`src/rtl/pwm_dbuf_pkg.sv`:
```
package pwm_dbuf_pkg;
  // Events produced per clock by the counting path.
  typedef struct packed {
    logic tick;   // prescaled advance
    logic wrap;   // counter clear / cycle start
    logic start;  // first clock after enable rises
  } pwm_evt_t;
endpackage

```
`src/rtl/pwm_prescale.sv`:
```
module pwm_prescale #(
  parameter int DIV = 4
) (
  input  logic clk,
  input  logic rst_n,
  input  logic en,
  output logic tick
);
  generate
    if (DIV > 1) begin : g_div
      localparam int DW = $clog2(DIV);
      localparam logic [DW-1:0] LAST = DW'(DIV - 1);
      logic [DW-1:0] div_q;
      always_ff @(posedge clk) begin
        if (!rst_n || !en)   div_q <= '0;
        else if (div_q == LAST) div_q <= '0;
        else                 div_q <= div_q + 1'b1;
      end
      assign tick = en && (div_q == LAST);
    end else begin : g_nodiv
      assign tick = en;
    end
  endgenerate
endmodule

```
`src/rtl/pwm_count.sv`:
```
module pwm_count #(
  parameter int CW = 16
) (
  input  logic          clk,
  input  logic          rst_n,
  input  logic          en,
  input  logic          tick,
  input  logic [CW-1:0] period,
  output logic [CW-1:0] cnt_q,
  output logic [CW-1:0] cnt_nxt,
  output logic          wrap
);
  localparam logic [CW-1:0] ONE = {{(CW-1){1'b0}}, 1'b1};

  always_comb begin
    wrap    = tick && (cnt_q >= period);
    cnt_nxt = wrap ? '0 : cnt_q + ONE;
  end

  always_ff @(posedge clk) begin
    if (!rst_n || !en) cnt_q <= '0;
    else if (tick)     cnt_q <= cnt_nxt;
  end
endmodule

```
`src/rtl/pwm_duty_buf.sv`:
```
module pwm_duty_buf #(
  parameter int CW = 16
) (
  input  logic          clk,
  input  logic          rst_n,
  input  logic          en,
  input  logic          dbuf_mode,
  input  logic          duty_we,
  input  logic [CW-1:0] duty_wdata,
  input  logic          wrap,
  output logic [CW-1:0] duty_act,
  output logic [CW-1:0] duty_eff
);
  logic [CW-1:0] shadow_q;

  always_ff @(posedge clk) begin
    if (!rst_n)       shadow_q <= '0;
    else if (duty_we) shadow_q <= duty_wdata;
  end

  always_ff @(posedge clk) begin
    if (!rst_n)                     duty_act <= '0;
    else if (!en)                   duty_act <= duty_we ? duty_wdata : shadow_q;
    else if (!dbuf_mode && duty_we) duty_act <= duty_wdata;
    else if (dbuf_mode && wrap)     duty_act <= shadow_q;
  end

  // Value compared on this clock: at a buffered clear the new cycle
  // already uses the shadow value.
  assign duty_eff = (dbuf_mode && wrap) ? shadow_q : duty_act;
endmodule

```
`src/rtl/pwm_sr_out.sv`:
```
module pwm_sr_out
  import pwm_dbuf_pkg::*;
#(
  parameter int CW = 16
) (
  input  logic          clk,
  input  logic          rst_n,
  input  logic          en,
  input  pwm_evt_t      evt,
  input  logic [CW-1:0] cnt_nxt,
  input  logic [CW-1:0] duty_eff,
  input  logic [CW-1:0] duty_act,
  output logic          match,
  output logic          pwm_o,
  output logic          irq_o
);
  logic set_ev;

  always_comb begin
    match  = evt.tick && (cnt_nxt == duty_eff);
    set_ev = evt.wrap || (evt.start && (duty_act != '0));
  end

  always_ff @(posedge clk) begin
    if (!rst_n || !en) pwm_o <= 1'b0;
    else if (match)    pwm_o <= 1'b0;   // reset dominates
    else if (set_ev)   pwm_o <= 1'b1;
  end

  always_ff @(posedge clk) begin
    if (!rst_n) irq_o <= 1'b0;
    else        irq_o <= en && evt.wrap;
  end
endmodule

```
`src/rtl/pwm_dbuf_timer.sv`:
```
module pwm_dbuf_timer
  import pwm_dbuf_pkg::*;
#(
  parameter int CW  = 16,
  parameter int DIV = 4
) (
  input  logic          clk,
  input  logic          rst_n,
  input  logic          en,
  input  logic          dbuf_mode,
  input  logic          period_we,
  input  logic [CW-1:0] period_wdata,
  input  logic          duty_we,
  input  logic [CW-1:0] duty_wdata,
  output logic          pwm_o,
  output logic          irq_o
);
  logic          tick;
  logic          wrap;
  logic          start;
  logic          match;
  logic          en_q;
  logic [CW-1:0] period_q;
  logic [CW-1:0] cnt_q;
  logic [CW-1:0] cnt_nxt;
  logic [CW-1:0] duty_act;
  logic [CW-1:0] duty_eff;
  pwm_evt_t      evt;

  always_ff @(posedge clk) begin
    if (!rst_n) begin
      en_q     <= 1'b0;
      period_q <= '1;
    end else begin
      en_q <= en;
      if (period_we) period_q <= period_wdata;
    end
  end

  assign start = en && !en_q;

  always_comb begin
    evt.tick  = tick;
    evt.wrap  = wrap;
    evt.start = start;
  end

  pwm_prescale #(.DIV(DIV)) u_pre (
    .clk(clk), .rst_n(rst_n), .en(en), .tick(tick)
  );

  pwm_count #(.CW(CW)) u_cnt (
    .clk(clk), .rst_n(rst_n), .en(en), .tick(tick), .period(period_q),
    .cnt_q(cnt_q), .cnt_nxt(cnt_nxt), .wrap(wrap)
  );

  pwm_duty_buf #(.CW(CW)) u_duty (
    .clk(clk), .rst_n(rst_n), .en(en), .dbuf_mode(dbuf_mode),
    .duty_we(duty_we), .duty_wdata(duty_wdata), .wrap(wrap),
    .duty_act(duty_act), .duty_eff(duty_eff)
  );

  pwm_sr_out #(.CW(CW)) u_out (
    .clk(clk), .rst_n(rst_n), .en(en), .evt(evt), .cnt_nxt(cnt_nxt),
    .duty_eff(duty_eff), .duty_act(duty_act), .match(match),
    .pwm_o(pwm_o), .irq_o(irq_o)
  );
endmodule

```
`config.mk`:
```
export PLATFORM = sky130hd
export DESIGN_NAME = pwm_dbuf_timer
export DESIGN_NICKNAME = d
export VERILOG_FILES = /design/src/rtl/pwm_dbuf_pkg.sv /design/src/rtl/pwm_prescale.sv /design/src/rtl/pwm_count.sv /design/src/rtl/pwm_duty_buf.sv /design/src/rtl/pwm_sr_out.sv /design/src/rtl/pwm_dbuf_timer.sv
export SDC_FILE = /design/constraint.sdc
export NUM_CORES = 1
export LEC_CHECK = 0
export BUFFER_PORTS_ARGS = -buffer_cell sky130_fd_sc_hd__buf_2
export CORE_MARGIN = 1.5
export CORE_UTILIZATION = 35
export CTS_BUF_LIST = sky130_fd_sc_hd__clkbuf_2
export CTS_CLUSTER_SIZE = 24
export DETAILED_ROUTE_END_ITERATION = 12
export MAX_ROUTING_LAYER = met4
export SLEW_MARGIN = 20
export SYNTH_ARGS = -nofsm -noshare
export SYNTH_HDL_FRONTEND = slang
export SYNTH_HIERARCHICAL = 1
export SYNTH_SLANG_ARGS = --single-unit
```
`constraint.sdc`:
```
create_clock -name clk -period 4.05 [get_ports clk]
set_clock_uncertainty 0.15 [all_clocks]
set_input_delay 0.405 -clock clk [delete_from_list [all_inputs] [get_ports clk]]
set_output_delay 0.405 -clock clk [all_outputs]
set_load 0.02 [all_outputs]
```
==> Yosys cells after proc, flatten, opt, wreduce, memory -nomap -nowiden <==
Cells that the tools add are included.
{ "op_classes": {"addsub": 2, "mul": 0, "n_div": 0, "n_lt_le_gt_ge": 1, "n_eq_ne": 2, "shifts": 0, "mux": 5, "bitwise_logic": 0, "n_reduce_logical": 17} }
{ "ops": {"columns": ["op", "count"], "rows": [
  ["two-way mux 16 bit", 5],
  ["adder 16 x 1 -> 16 bit, second input constant", 1],
  ["== test 16 bit", 1],
  [">= comparator 16 bit", 1],
  ["nonzero test 16 bit", 1],
  ["logical AND 1 bit", 8],
  ["logical NOT 1 bit", 4],
  ["OR reduction 2 bit", 2],
  ["adder 2 x 1 -> 2 bit, second input constant", 1],
  ["== test 2 bit, second input constant", 1],
  ["logical OR 1 bit", 2]
]} }
{ "totals": {"ff_bits": 69, "latchBits": 0, "ram_bits": 0, "romBits": 0, "inputBits": 38, "out_inout_bits": 2, "word_cells": 35, "memories": 0} }

==> Longest topological paths before layout <==
{ "depth": {"depth_word": 8, "mapped_depth": 15, "ltp_nobuf": 13} }

==> Cells and area by module <==
Netlist, hierarchy kept.
{ "modules_own_cells": {"columns": ["mod", "n_inst", "cells_each", "area_each_um2", "seq_area_each_um2"], "rows": [
  ["pwm_duty_buf", 1, 145, 1443.9, 640.6],
  ["pwm_count", 1, 189, 1423.9, 320.3],
  ["pwm_dbuf_timer", 1, 55, 613.1, 340.3],
  ["pwm_sr_out", 1, 35, 305.3, 40.0],
  ["pwm_prescale", 1, 6, 83.8, 40.0]
]} }

==> Worst setup path after synthesis <==
No wires, ideal clock.
{ "synth_timing": {"path_kind": "flip-flop to flip-flop", "from": "register u_cnt.cnt_q[0]", "to": "register u_out.pwm_o", "setup_time_ps": 120, "t_arrival_ps": 3339, "required_time_ps": 3780, "setup_slack_ps": 441, "path_stages_with_launch": 16, "n_path_buf": 2, "synth_period_minus_slack_ps": 3609, "cell_sequence": "dfxtp_1 -> inv_1 -> ha_1 -> nand2b_4 -> a2111o_1 -> a32oi_2 -> a31oi_4 -> buf_6 -> nand2_4 -> buf_6 -> mux2i_1 -> inv_1 -> xor2_1 -> nor4_2 -> nand2_1 -> o31a_1"} }
{ "synth_via": {"elab_chain_cells": 7, "elab_cells_between_ends": 10, "cone_classes": "add/sub: 1; order compare: 1; eq/ne: 1; mux: 2; reduce/logical: 5"} }
{ "synth_lines": {"columns": ["element", "line", "rtl"], "rows": [
  ["from (decl)", "pwm_count.sv:9", "output logic [CW-1:0] cnt_q,"],
  ["from (signal assigned)", "pwm_count.sv:22", "else if (tick) cnt_q <= cnt_nxt;"],
  [">= comparator 16 bit", "pwm_count.sv:16", "wrap = tick && (cnt_q >= period);"],
  ["logical AND 1 bit", "pwm_count.sv:16", null],
  ["named net wrap", "pwm_dbuf_timer.sv:19", "logic wrap;"],
  ["logical AND 1 bit", "pwm_duty_buf.sv:30", "assign duty_eff = (dbuf_mode && wrap) ? shadow_q : duty_act;"],
  ["two-way mux 16 bit", "pwm_duty_buf.sv:30", null],
  ["named net duty_eff[8]", "pwm_dbuf_timer.sv:27", "logic [CW-1:0] duty_eff;"],
  ["== test 16 bit", "pwm_sr_out.sv:20", "match = evt.tick && (cnt_nxt == duty_eff);"],
  ["logical AND 1 bit", "pwm_sr_out.sv:20", null],
  ["OR reduction 2 bit (no line)", null, null],
  ["to (signal assigned)", "pwm_sr_out.sv:25", "if (!rst_n || !en) pwm_o <= 1'b0;"],
  ["to (signal assigned)", "pwm_sr_out.sv:26", "else if (match) pwm_o <= 1'b0;"],
  ["to (signal assigned)", "pwm_sr_out.sv:27", "else if (set_ev) pwm_o <= 1'b1;"],
  ["to (decl)", "pwm_sr_out.sv:14", "output logic pwm_o,"]
]} }
The timed path passes the listed nets, and every way through them passes these cells.
A chain may end at the register's enable or synchronous reset.

==> Final worst setup path <==
Ends and elaborated chain as after synthesis.

==> results.cfg <==
[outcome]
status = completed

[hold_path]
worstHoldPathType = in -> reg
hp-start = en

[sta]
period_share = 0.936
period_minus_slack_ns = 3.79
fin_ws_ns = 0.261
grt_setup_unrepaired = no
hold_ws_ns = 0.0673
max_freq_mhz = 264
maxSlewViolCount = 0
tns_ns = 0
finalHoldViolations = 0
slew_headroom = 0.338
tightest_slew_ns = 0.992
setup_viol = 0

[setup_path]
critical_path_class = reg -> reg
slowest_delay_ns = 0.50
cp-startpoint = u_cnt/cnt_q[0]
worstSetupStartpointType = flop
worstPathCellList = inv_1 -> ha_1 -> nand2b_4 -> a2111o_1 -> a32oi_2 -> a31oi_4 -> nand2_4 -> mux2i_1 -> inv_1 -> xnor2_1 -> nand4_1 -> or2_2 -> o31a_1
worstPathRequired_ns = 4.38
cp_max_fo = 19
path_common_cell = inv_1
endpoint_kind = flop
arrival_ns = 4.12
slowest_stage = dfxtp_1
r2r_start = u_cnt/cnt_q[0]

[route]
routedWlPerCell_um = 14.0
vias = 3272
wl_met2_mm = 4.25
drt-initial-drc-count = 155
top_layer_used = met4
dr_wl_met3_um = 300
route.detailed.drc = 0
wl_met1_mm = 4.19
routed_via_density = 5.12
antenna_left = 0
drt_wl_total_mm = 8.96
first_pass_iters = 5

[clock_network]
cts_hold_buffers = 32
post_cts_resized = 0
cts_max_level = 3
post_cts_buffers = 0
path_clk_slew_ns = 0.20
numCtsBuffers = 9
root_buffer = clkbuf_2
insertion_delay_ns = 0.55
cts_num_sinks = 69
cts_tree = yes
clk_path_buf_depth = 2

[placed_design]
pre_cts_slack_ns = 0.345
io_buffers = 39
gp_congestion = 0.825
dp.final_hpwl_mm = 6.37

[layout]
final_cell_mix = dfxtp_1, mux2i_1, nand2_1, inv_1, buf_2
syn_to_final_growth_pct = 18.7
nets = 549
nFillCells = 1063
drive_above_1_share = 0.153
post-route-util = 0.424
final_common_cell = dfxtp_1

[grt]
grt_pass1_wl_mm = 15.2
overflow = 0
grt_max_degree = 35
antenna_found_initial = 1
grt_usage = 0.174
grt_pass1_vias = 3207

[floorplanning]
die_area_mm2 = 0.0117
die_w_um = 108
start_util = 0.357
num_io_pins = 40
core_area_mm2 = 0.0108
rows = 38
die-height_um = 108

[synthesis]
syn_area_mm2 = 0.00386
ys_warn_count = 6
synth_cells = 429
synth_nets = 485
syn_avg_cell_area_um2 = 8.99

[job]
drv_cap = 0

[power_and_ir_drop]
total_power_w = 0.00143
power_density_mw_per_mm2 = 312
cellLeakagePower_nw = 2.27
ir_drop_uv = 171
## per-layer routing
metal / vias to the layer above / global-route usage
li1: 1654 / -
met1: 1547 / 0.213
met2: 55 / 0.274
met3: 16 / 0.0368
met4: 0 / 0.0827
met5: - / -
## registers in the layout, indices dropped and copies added, names as in the netlist
name and flops:
en_q 1, period_q 16, u_cnt/cnt_q 16, u_duty/duty_act 16
u_duty/shadow_q 16, u_out/irq_o 1, u_out/pwm_o 1, u_pre/g_div.div_q 2
## where the power goes
| part | switching (W) | internal (W) |
|---|---|---|
| registers | 0.0000185 | 0.000711 |
| clock network | 0.000260 | 0.000262 |
| logic | 0.0000893 | 0.0000885 |
## path summary, 6_finish.rpt
path | to | slack (ns) | depth (start not counted)
max | u_out/pwm_o | 0.26 | 13
min | en_q | 0.07 | 2
max reg2reg | u_out/pwm_o | 0.26 | 13
min reg2reg | period_q[8] | 0.35 | 2
## area by class of cell
class                           count  area [um2]  share of cell area
Antenna cell                        1        2.50            0.000547
Clock buffer                        9        45.0             0.00984
Clock inverter                      7         114              0.0249
Inverter                           41         154              0.0336
Multi-Input combinational cell    299        2170               0.475
Sequential cell                    69        1380               0.302
Tap cell                          140         175              0.0383
Timing Repair Buffer               73         531               0.116
## through the flow
step	std cells	cell area [um2]
final	639	4580
after global placement	590	4100
after floorplan	429	3860
after detailed placement	590	4100
after global routing	639	4580
after CTS	638	4570
## worst max-delay path: cells and delay by family, from the launching register on
| kind | cells | cell delay, ns |
|---|---|---|
| compound gates | 4 | 1.21 |
| flops | 1 | 0.50 |
| mux | 1 | 0.33 |
| xor+xnor | 1 | 0.19 |
| fa+ha+maj | 1 | 0.29 |
| simple gates | 4 | 0.86 |
| buf+inv | 2 | 0.17 |
Note: power is estimated with default switching activity, not from simulation.
